[src/rtl/dsc_pkg.sv]
package dsc_pkg;

  typedef enum logic [1:0] {
    PH_DUMP  = 2'd0,
    PH_INT   = 2'd1,
    PH_HOLD  = 2'd2,
    PH_DEINT = 2'd3
  } phase_e;

  // Signed pass reading from a deintegration count and its polarity.
  function automatic int signed_count(input int unsigned cnt, input logic neg);
    int mag;
    mag = int'(cnt);
    return neg ? -mag : mag;
  endfunction

  // Digital zero correction: signal pass minus zero pass.
  function automatic int zero_corrected(input int sig_raw, input int zero_raw);
    return sig_raw - zero_raw;
  endfunction

  function automatic int max2(input int a, input int b);
    return (a > b) ? a : b;
  endfunction

endpackage

[src/rtl/dsc_sequencer.sv]
module dsc_sequencer
  import dsc_pkg::*;
#(
  parameter int HI_INT   = 500,
  parameter int HI_MAX   = 1000,
  parameter int LO_INT   = 50,
  parameter int LO_MAX   = 100,
  parameter int DUMP_CYC = 4,
  parameter int CNT_W    = 10
) (
  input  logic             clk,
  input  logic             rst_n,
  input  logic             fast_mode,
  input  logic             cmp_in,
  output logic             sw_dump,
  output logic             sw_zero,
  output logic             sw_sig,
  output logic             sw_ref_dn,
  output logic             sw_ref_up,
  output logic             pass_done,
  output logic             pass_is_sig,
  output logic [CNT_W-1:0] pass_count,
  output logic             pass_neg,
  output logic             pass_ovr,
  output logic             conv_fast
);

  localparam logic [CNT_W-1:0] ONE       = CNT_W'(1);
  localparam logic [CNT_W-1:0] DUMP_LAST = CNT_W'(DUMP_CYC - 1);

  phase_e           ph;
  logic             pass;      // 0: zero-input pass, 1: signal pass
  logic [CNT_W-1:0] cnt;
  logic             sign_neg;

  // Limits of the conversion in flight, from the latched mode.
  logic [CNT_W-1:0] n_int;
  logic [CNT_W-1:0] m_max;
  assign n_int = conv_fast ? CNT_W'(LO_INT) : CNT_W'(HI_INT);
  assign m_max = conv_fast ? CNT_W'(LO_MAX) : CNT_W'(HI_MAX);

  // Named internal events.
  logic dump_last, int_last, crossed, hit_max, deint_end;
  assign dump_last = (ph == PH_DUMP) && (cnt == DUMP_LAST);
  assign int_last  = (ph == PH_INT) && (cnt == n_int - ONE);
  assign crossed   = (ph == PH_DEINT) && (cmp_in == sign_neg);
  assign hit_max   = (ph == PH_DEINT) && !crossed && (cnt == m_max);
  assign deint_end = crossed || hit_max;

  // Switch outputs decoded from registered state.
  assign sw_dump   = (ph == PH_DUMP);
  assign sw_zero   = (ph == PH_INT) && !pass;
  assign sw_sig    = (ph == PH_INT) && pass;
  assign sw_ref_dn = (ph == PH_DEINT) && !sign_neg;
  assign sw_ref_up = (ph == PH_DEINT) && sign_neg;

  always_ff @(posedge clk) begin
    if (!rst_n) begin
      ph          <= PH_DUMP;
      pass        <= 1'b0;
      cnt         <= '0;
      sign_neg    <= 1'b0;
      conv_fast   <= 1'b0;
      pass_done   <= 1'b0;
      pass_is_sig <= 1'b0;
      pass_count  <= '0;
      pass_neg    <= 1'b0;
      pass_ovr    <= 1'b0;
    end else begin
      pass_done <= 1'b0;
      unique case (ph)
        PH_DUMP: begin
          if (dump_last) begin
            ph  <= PH_INT;
            cnt <= '0;
            if (!pass) conv_fast <= fast_mode;
          end else begin
            cnt <= cnt + ONE;
          end
        end
        PH_INT: begin
          if (int_last) begin
            ph  <= PH_HOLD;
            cnt <= '0;
          end else begin
            cnt <= cnt + ONE;
          end
        end
        PH_HOLD: begin
          sign_neg <= !cmp_in;
          ph       <= PH_DEINT;
          cnt      <= '0;
        end
        PH_DEINT: begin
          if (deint_end) begin
            pass_done   <= 1'b1;
            pass_is_sig <= pass;
            pass_count  <= cnt;
            pass_neg    <= sign_neg;
            pass_ovr    <= hit_max;
            pass        <= !pass;
            ph          <= PH_DUMP;
            cnt         <= '0;
          end else begin
            cnt <= cnt + ONE;
          end
        end
        default: ph <= PH_DUMP;
      endcase
    end
  end

  // never two switches closed at once.
  p_sw_onehot_r2: assert property (@(posedge clk) disable iff (!rst_n)
    $onehot0({sw_dump, sw_zero, sw_sig, sw_ref_dn, sw_ref_up}));

  // each integration starts straight out of discharge.
  p_zero_after_dump_r2: assert property (@(posedge clk) disable iff (!rst_n)
    $rose(sw_zero) |-> $past(sw_dump));
  p_sig_after_dump_r2: assert property (@(posedge clk) disable iff (!rst_n)
    $rose(sw_sig) |-> $past(sw_dump));

  // reference polarity never reverses inside a deintegration.
  p_ref_dn_no_flip_r4: assert property (@(posedge clk) disable iff (!rst_n)
    sw_ref_dn |=> !sw_ref_up);
  p_ref_up_no_flip_r4: assert property (@(posedge clk) disable iff (!rst_n)
    sw_ref_up |=> !sw_ref_dn);

  // the deintegration count never runs past the limit.
  p_cnt_bound_r7: assert property (@(posedge clk) disable iff (!rst_n)
    (ph == PH_DEINT) |-> (cnt <= m_max));

  // latched mode changes only at the end of a conversion's first discharge.
  p_mode_hold_r8: assert property (@(posedge clk) disable iff (!rst_n)
    !$stable(conv_fast) |-> $past((ph == PH_DUMP) && !pass));

endmodule

[src/rtl/dsc_result.sv]
module dsc_result
  import dsc_pkg::*;
#(
  parameter int CNT_W = 10,
  parameter int RES_W = 12
) (
  input  logic                    clk,
  input  logic                    rst_n,
  input  logic                    pass_done,
  input  logic                    pass_is_sig,
  input  logic [CNT_W-1:0]        pass_count,
  input  logic                    pass_neg,
  input  logic                    pass_ovr,
  input  logic                    conv_fast,
  output logic signed [RES_W-1:0] result,
  output logic                    result_valid,
  output logic                    overrange,
  output logic                    res_fast
);

  logic signed [RES_W-1:0] raw;
  logic signed [RES_W-1:0] zero_raw;
  logic                    zero_ovr;
  logic                    load_zero, load_sig;

  assign raw       = RES_W'(signed_count(32'(pass_count), pass_neg));
  assign load_zero = pass_done && !pass_is_sig;
  assign load_sig  = pass_done && pass_is_sig;

  always_ff @(posedge clk) begin
    if (!rst_n) begin
      zero_raw     <= '0;
      zero_ovr     <= 1'b0;
      result       <= '0;
      result_valid <= 1'b0;
      overrange    <= 1'b0;
      res_fast     <= 1'b0;
    end else begin
      result_valid <= 1'b0;
      if (load_zero) begin
        zero_raw <= raw;
        zero_ovr <= pass_ovr;
      end
      if (load_sig) begin
        result       <= RES_W'(zero_corrected(int'(raw), int'(zero_raw)));
        overrange    <= pass_ovr || zero_ovr;
        res_fast     <= conv_fast;
        result_valid <= 1'b1;
      end
    end
  end

  // strobe is one cycle wide.
  p_valid_pulse_r9: assert property (@(posedge clk) disable iff (!rst_n)
    result_valid |=> !result_valid);

  // output register moves only with the strobe.
  p_res_hold_r9: assert property (@(posedge clk) disable iff (!rst_n)
    !result_valid |-> $stable(result));
  p_flags_hold_r9: assert property (@(posedge clk) disable iff (!rst_n)
    !result_valid |-> ($stable(overrange) && $stable(res_fast)));

endmodule

[src/rtl/dsc_convctl.sv]
module dsc_convctl
  import dsc_pkg::*;
#(
  parameter int HI_INT   = 500,
  parameter int HI_MAX   = 1000,
  parameter int LO_INT   = 50,
  parameter int LO_MAX   = 100,
  parameter int DUMP_CYC = 4,
  parameter int CNT_W    = $clog2(max2(max2(HI_MAX, HI_INT), DUMP_CYC) + 1),
  parameter int RES_W    = CNT_W + 2
) (
  input  logic                    clk,
  input  logic                    rst_n,
  input  logic                    fast_mode,
  input  logic                    cmp_in,
  output logic                    sw_dump,
  output logic                    sw_zero,
  output logic                    sw_sig,
  output logic                    sw_ref_dn,
  output logic                    sw_ref_up,
  output logic signed [RES_W-1:0] result,
  output logic                    result_valid,
  output logic                    overrange,
  output logic                    res_fast
);

  logic             pass_done;
  logic             pass_is_sig;
  logic [CNT_W-1:0] pass_count;
  logic             pass_neg;
  logic             pass_ovr;
  logic             conv_fast;

  dsc_sequencer #(
    .HI_INT  (HI_INT),
    .HI_MAX  (HI_MAX),
    .LO_INT  (LO_INT),
    .LO_MAX  (LO_MAX),
    .DUMP_CYC(DUMP_CYC),
    .CNT_W   (CNT_W)
  ) u_seq (
    .clk        (clk),
    .rst_n      (rst_n),
    .fast_mode  (fast_mode),
    .cmp_in     (cmp_in),
    .sw_dump    (sw_dump),
    .sw_zero    (sw_zero),
    .sw_sig     (sw_sig),
    .sw_ref_dn  (sw_ref_dn),
    .sw_ref_up  (sw_ref_up),
    .pass_done  (pass_done),
    .pass_is_sig(pass_is_sig),
    .pass_count (pass_count),
    .pass_neg   (pass_neg),
    .pass_ovr   (pass_ovr),
    .conv_fast  (conv_fast)
  );

  dsc_result #(
    .CNT_W(CNT_W),
    .RES_W(RES_W)
  ) u_res (
    .clk         (clk),
    .rst_n       (rst_n),
    .pass_done   (pass_done),
    .pass_is_sig (pass_is_sig),
    .pass_count  (pass_count),
    .pass_neg    (pass_neg),
    .pass_ovr    (pass_ovr),
    .conv_fast   (conv_fast),
    .result      (result),
    .result_valid(result_valid),
    .overrange   (overrange),
    .res_fast    (res_fast)
  );

  // discharge is the only closed switch straight after reset.
  p_reset_dump_r1: assert property (@(posedge clk)
    !rst_n |=> (sw_dump && !sw_zero && !sw_sig && !sw_ref_dn && !sw_ref_up));

endmodule

[config.mk]
export PLATFORM = sky130hd
export DESIGN_NAME = dsc_convctl
export DESIGN_NICKNAME = d
export VERILOG_FILES = /design/src/rtl/dsc_pkg.sv /design/src/rtl/dsc_sequencer.sv /design/src/rtl/dsc_result.sv /design/src/rtl/dsc_convctl.sv
export SDC_FILE = /design/constraint.sdc
export NUM_CORES = 1
export LEC_CHECK = 0
export BUFFER_PORTS_ARGS = -buffer_cell sky130_fd_sc_hd__buf_2
export CORE_ASPECT_RATIO = 1.2
export CORE_MARGIN = 2
export CORE_UTILIZATION = 60
export DETAILED_ROUTE_END_ITERATION = 16
export GPL_TIMING_DRIVEN = 0
export MAX_ROUTING_LAYER = met4
export PLACE_DENSITY = 0.85
export SETUP_SLACK_MARGIN = 0.4
export SLEW_MARGIN = 20
export SYNTH_ARGS = -nofsm -noshare
export SYNTH_HDL_FRONTEND = slang
export SYNTH_SLANG_ARGS = --single-unit
[constraint.sdc]
create_clock -name clk -period 8.31 [get_ports clk]
set_input_delay 0.831 -clock clk [delete_from_list [all_inputs] [get_ports clk]]
set_output_delay 0.831 -clock clk [all_outputs]
set_load 0.005 [all_outputs]
==> out/qor.txt, run 1 <==
Slew Viols, Final -> 0
DRT Pass-1 Iters -> 4
CP cell instances -> or4_1 -> or4_4 -> o31a_2 -> xor2_1 -> ha_1 -> nor3_1 -> a311oi_1 -> or3_1 -> nand3_1
#FFs+latches synth -> 57
share of the synthesized area in the top cell type -> 38.19%
final setup TNS -> 0 ns
final setup vio count -> 0
syn_area_per_cell -> 8.369 sq um
cts bufs inserted -> 9
gpl congestion -> 0.8661
period utilization -> 35.99%
mux share of post-synthesis cell area -> 4.020%
leakage power -> 0.001404 uW
outcome -> complete, no violations
GRT Residual Overflow -> 0
Post-DRT Antenna Nets -> 0
Vias -> 2459
DIE AREA -> 5563 sq um
Tmin final -> 2.991 ns
largest net degree at the start of global routing -> 11
Switch Pwr -> 157.4 uW
logic gate share of total power -> 11.1%
Setup Skew -> 0.006562 ns
Starting DRT DRC Count -> 79
nets -> 414
Worst Hold Class -> flop to flop
critical path launch point type -> flop
drt drc -> 0
Die X -> 68.42 microns
Netlist cell types -> 46
CP delay by family, top -> simple AND/OR/NAND/NOR gates
Synth Area in Adders -> 8.208%
peak supply drop -> 0.1219 mV
Crit-path slowest cell -> or4_1
Relative slew margins -> 63.30%
XOR/XNOR Fraction of Synth Area -> 7.915%
Reg power frac -> 51.5%
Setup Fix Bufs, Post-CTS -> 0
Crit path arrival time -> 3.27 ns
Clock Tree Buf Depth -> 2
Synth Warn # -> 0
Buf/Inv on CP -> 0
Compound-Gate Fraction of Synth Area -> 14.74%
Post-Syn Nets -> 380
area of the mapped netlist -> 2988 sq um
PD cells -> 171.2 nW/um^2
top cells by area, synth -> dfxtp_1 38%, ha_1 7.5%, nor2_1 6.3%
Worst Tran Pin Value -> 0.5506 ns
vias in the first global route -> 2166
internal power -> 413.2 uW
pre-CTS setup slack -> 5.341 ns
Crit Path Class -> flop to flop
clock transition at the registers of the reported paths -> 0.07 ns
CTS tree -> built
Final WS setup -> 5.319 ns
Post-DP HPWL -> 4.465 mm
Simple-Gate Fraction of Synth Area -> 21.52%
Max FO, Critical Path -> 5
largest family of logic cells by synthesized area -> simple AND/OR/NAND/NOR gates
Max Fclk -> 0.3343 GHz
Seq/Total Area, Yosys -> 38.19%
# Max-Cap Violations -> 0
Clock power frac -> 37.3%
starting density of the core -> 61.36%
wirelength, routed -> 5.952 mm
root buffer selected by CTS -> clkbuf_8
slowest stage delay, CP -> 0.56 ns
Layout area overhead -> 11.56%
ant diodes -> 0
WL/cell -> 13.05 microns
# IOs -> 24
RSZ-0062 raised after global routing -> false
Final Hold Fails -> 0
share of cells above drive strength 1 -> 10.86%
DR vias/cell -> 5.393
die height -> 81.31 microns
Max H-tree Level -> 3
cts hold-fix bufs -> 0
# port buffers -> 23
total global-route track usage -> 24.11%
hold_ws -> 0.4459 ns
CP required -> 8.59 ns
CP Capture Type -> flop
Synth area leader -> dfxtp_1
# rows -> 28
initial antenna violation count -> 0
cts repair resizes -> 0
global-route wire length before repair -> 9.611 mm
Skew-Pair Late Insertion Delay -> 0.34 ns
placeable core region -> 4870 sq um
CTS sink cnt -> 57
switching portion of total power -> 27.59%
synthesized instance count -> 357
-- synth_stat cells (all sizes together) --
master and instances:
xnor2 20, nand4b 4, inv 24, or3 2
mux2i 12, a21oi 23, o211ai 2, dfxtp 57
o31ai 3, a311oi 1, a211oi 13, o31a 2
o2111ai 1, nor4b 1, nor4 2, o41ai 1
o21a 1, nand3 16, nand2 36, nand2b 6
o21ai 9, ha 18, nor2b 3, xor2 7
or2 1, and4b 1, a311o 1, buf 2
nor4bb 1, o211a 1, nor3 5, o21bai 2
nand4 3, and2 3, nor2 50, a21o 2
a31oi 3, clkbuf 14, or4 3, fa 1
-- metal layers --
| layer | global-route usage (%) | wire length [microns] | up-vias |
|---|---|---|---|
| li1 | - | - | 1286 |
| met1 | 25.78 | 2609 | 1123 |
| met5 | - | 0 | - |
| met4 | 12.20 | 126 | 0 |
| met2 | 41.06 | 3046 | 38 |
| met3 | 5.263 | 170 | 12 |
-- state kept, by name, indices dropped and copies added (netlist names), 2 cells and up --
register,count
u_res.result,12
u_seq.cnt,10
u_seq.ph,2
u_seq.pass_count,10
u_res.zero_raw,12
-- final timing paths --
| path | from | slack, ns | endpoint | cells past startpoint |
|---|---|---|---|---|
| worst max-delay path | u_seq.pass_count[0] | 5.32 | u_res.result[11] | 9 |
| worst min register to register | u_res.result[8] | 0.45 | u_res.result[8] | 2 |
| worst min-delay path | u_res.result[8] | 0.45 | u_res.result[8] | 2 |
| worst max register to register | u_seq.pass_count[0] | 5.32 | u_res.result[11] | 9 |
-- cell families after synthesis --
family	count (synthesis)
multiplexers	12
AO/OA/AOI/OAI	65
XOR/XNOR	27
adder cells (fa/ha/maj)	19
buffers and inverters	40
flip-flops	57
AND/OR/NAND/NOR	137
-- tightest hold or removal path, cell delays in order (launching register included) --
cell and delay [ns]:
dfxtp_1 0.31, nand2_1 0.05, a21oi_1 0.05
-- metrics by stage --
step	util, %	instances	area (sq um)	power (uW)
global placement	65.26	440	3178	360.2
CTS	68.45	456	3333	573.7
floorplan	-	357	2988	344.2
detailed placement	65.26	440	3178	362.6
global route	68.45	456	3333	596.6
finish	68.45	456	3333	570.6
-- power groups by stage --
stage	combinational, uW	sequential [uW]	clock (uW)
after global routing	72.1	295	229
after floorplan	48.4	296	0
after CTS	63.6	294	217
after global placement	61.5	299	0
final	63.4	294	213
after detailed placement	62.8	300	0
-- final cells by class --
type / count / area [sq um]
timing repair buffer: 23 / 115.1
clock buffer: 12 / 135.1
sequential: 57 / 1141
multi-input combinational: 260 / 1685
inverter: 24 / 90.09
clock inverter: 4 / 20.02
tap: 60 / 75.07
fill: 388 / 1536
buffer: 16 / 71.32
-- placed cells by master, fill, tap and decap left out, types with 3 or more instances in the layout --
cell type  synthesis  routed
ha_1              18      18
clkbuf_1          13      16
xnor2_1           20      20
dfxtp_1           57      57
nand3_1           16      16
clkinv_2           0       4
xor2_1             7       7
nand2b_1           6       6
o31ai_1            3       3
nand4b_1           4       4
clkbuf_8           1      10
buf_2              1      24
a21oi_1           23      23
nor2b_1            3       3
a31oi_1            3       3
nand4_1            3       3
nor2_1            50      50
inv_1             24      24
and2_1             3       3
nand2_1           36      36
mux2i_1           12      12
a211oi_1          13      13
o21ai_0            8       8
nor3_1             5       5
Note: power is estimated with default switching activity, not from simulation.
==> run 2: changes to the inputs <==
- CORE_UTILIZATION: 60 -> 59
- PLACE_DENSITY: 0.85 -> 0.84
- clock period: 8.31 -> 2.99 ns (I/O delays scaled with it)
==> run 2 against run 1 <==
Net effect: sequential cell count is the same; routed wire length rose by 19%; sequential power grew to 2.8 times the previous value; largest power group unchanged; clock power rose to 2.9 times the previous value; fmax up 11%; global-route usage up 2.6 points.
==> out/qor.txt, run 2 (synthesis gave the netlist of run 1 again) <==
outcome -> complete, no violations
WL/cell -> 15.38 microns (+18%)
gpl congestion -> 0.8692 (+0.36%)
DRT Pass-1 Iters -> 5 (+1)
# rows -> 28 (unchanged)
RSZ-0062 raised after global routing -> true
Worst Tran Pin Value -> 0.5608 ns (+0.01021 ns)
Max Fclk -> 0.3720 GHz (+11%)
PD cells -> 456.2 nW/um^2 (+170%)
GRT Residual Overflow -> 0 (unchanged)
final setup vio count -> 0 (unchanged)
internal power -> 1200 uW (+190%)
Vias -> 2676 (+8.8%)
Top cell by count, worst path -> or4_4
Skew-Pair Late Insertion Delay -> 0.34 ns (about the same)
most frequent cells in the layout -> 54 x dfxtp_1, 50 x nor2_1, 35 x nand2_1
critical path launch point type -> flop
CTS tree -> built
Max FO, Critical Path -> 4 (-1)
period utilization -> 89.90% (+54 points)
peak supply drop -> 0.3526 mV (+190%)
total global-route track usage -> 26.72% (+2.6 points)
cts hold-fix bufs -> 0 (unchanged)
Clock power frac -> 38.1% (+0.8 points)
DR vias/cell -> 5.830 (+8.1%)
Starting DRT DRC Count -> 105 (+33%)
clock transition at the registers of the reported paths -> 0.06 ns (about the same)
leakage power -> 0.001504 uW (+7.2%)
wirelength, routed -> 7.058 mm (+19%)
largest net degree at the start of global routing -> 11 (unchanged)
share of cells above drive strength 1 -> 19.05% (+8.2 points)
Crit-path slowest cell -> or4_4
Post-DRT Antenna Nets -> 0 (unchanged)
# Max-Cap Violations -> 0 (unchanged)
switching portion of total power -> 26.72% (-0.87 points)
drt drc -> 0 (unchanged)
fin util -> 73.19% (+4.7 points)
CP Capture Type -> flop
slowest stage delay, CP -> 0.52 ns (-0.04 ns)
most common cell after layout, fill and taps aside -> dfxtp_1
CP required -> 3.27 ns (-5.32 ns)
cts bufs inserted -> 9 (unchanged)
Switch Pwr -> 437.6 uW (+180%)
Layout area overhead -> 20.14%
Slew Viols, Final -> 0 (unchanged)
Crit path arrival time -> 2.97 ns (-0.30 ns)
vias in the first global route -> 2475 (+14%)
Setup Skew -> 0.007557 ns (+0.0009955 ns)
DIE AREA -> 5652 sq um (+1.6%)
die height -> 81.96 microns (+0.80%)
logic gate share of total power -> 11.9% (+0.8 points)
placeable core region -> 4905 sq um (+0.72%)
Relative slew margins -> 62.62% (-0.68 points)
root buffer selected by CTS -> clkbuf_8
global-route wire length before repair -> 10.93 mm (+14%)
ant diodes -> 0 (unchanged)
Reg power frac -> 50.0% (-1.5 points)
CP cell instances -> or4_4 -> or4_4 -> o31a_4 -> xor2_4 -> ha_4 -> nor3_2 -> a311oi_2 -> or3_1 -> nand3_1
# port buffers -> 23 (unchanged)
Max H-tree Level -> 3 (unchanged)
# fillers -> 366 (-5.7%)
Tmin final -> 2.688 ns (-0.3032 ns)
CTS sink cnt -> 57 (unchanged)
Worst Hold Class -> input port to flop
nets -> 419 (+1.2%)
final setup TNS -> 0 ns (unchanged)
Clock Tree Buf Depth -> 2 (unchanged)
Final Hold Fails -> 0 (unchanged)
Post-DP HPWL -> 4.592 mm (+2.8%)
starting density of the core -> 60.92% (-0.44 points)
initial antenna violation count -> 0 (unchanged)
Die X -> 68.96 microns (+0.79%)
Crit Path Class -> flop to flop
# IOs -> 24 (unchanged)
Largest regs -> u_res.result (12), u_res.zero_raw (12)
==> run 2: cell count changes in the layout (fill, tap and decap cells not counted), moves of 4 or more <==
| cell | delta |
|---|---|
| xnor2_1 | -4 |
| ha_1 | -6 |
| clkinv_2 | -4 |
| ha_4 | +4 |
| xnor2_2 | +4 |
| buf_4 | +5 |
==> run 2: area by class of cell <==
type	count	area, sq um	share of cell area [%]
Sequential cell	57	1145	31.89
Multi-Input combinational cell	260	1892	52.70
Clock buffer	14	162.7	4.531
Tap cell	60	75.07	2.091
Buffer	16	72.57	2.022
Timing Repair Buffer	28	152.6	4.252
Inverter	24	90.09	2.510
==> run 2: worst paths after layout <==
kind	startpoint	endpoint	slack [ns]	cells after the start
hold reg to reg	u_res.result[5]	u_res.result[5]	0.45	2
hold / removal	cmp_in	u_seq.sign_neg	0.19	2
setup / recovery	u_seq.pass_count[1]	u_res.result[11]	0.30	9
setup reg to reg	u_seq.pass_count[1]	u_res.result[11]	0.30	9
==> run 2: layer usage <==
| metal | GRT usage [%] | vias up | share of wire, % |
|---|---|---|---|
| li1 | - | 1302 | - |
| met1 | 27.92 | 1272 | 41 |
| met2 | 46.63 | 80 | 52 |
| met3 | 6.301 | 22 | 3.7 |
| met4 | 12.55 | 0 | 3.3 |
| met5 | - | - | 0 |
==> run 2: worst max-delay path: cells and delay by family (launching register included) <==
| kind | cells | cell delay (ns) |
|---|---|---|
| and+or+nand+nor | 5 | 1.57 |
| AOI/OAI and AO/OA | 2 | 0.38 |
| DFF | 1 | 0.34 |
| adders and majority gates | 1 | 0.18 |
| xor gates and xnor gates | 1 | 0.17 |
==> run 2: power groups by stage <==
stage / sequential, uW / clock [uW] / combinational, uW
floorplan: 822 / 0 / 134
global placement: 830 / 0 / 171
detailed placement: 833 / 0 / 179
CTS: 817 / 625 / 186
global route: 820 / 662 / 215
finish: 818 / 625 / 195
==> run 2: per-stage QoR <==
stage          hold slack, ns  instance area, sq um  total power (uW)  worst slack, ns  cells
3_3_place_gp           0.4345                  3178              1001          0.06585    440
6_report               0.1869                  3590              1638           0.3020    459
5_1_grt                0.1923                  3590              1697           0.2352    459
4_1_cts                0.1823                  3428              1628           0.1572    458
3_5_place_dp           0.4414                  3178              1013          0.05181    440
2_1_floorplan          0.3981                  2988             956.6           0.2016    357
==> run 2: timing repair <==
item / in CTS / in global routing
buffers inserted: 4 / 1
gates cloned: 0 / 0
pin swaps: 4 / 9
endpoints found under the setup margin: 3 / 24
gates resized for setup: 11 / 29
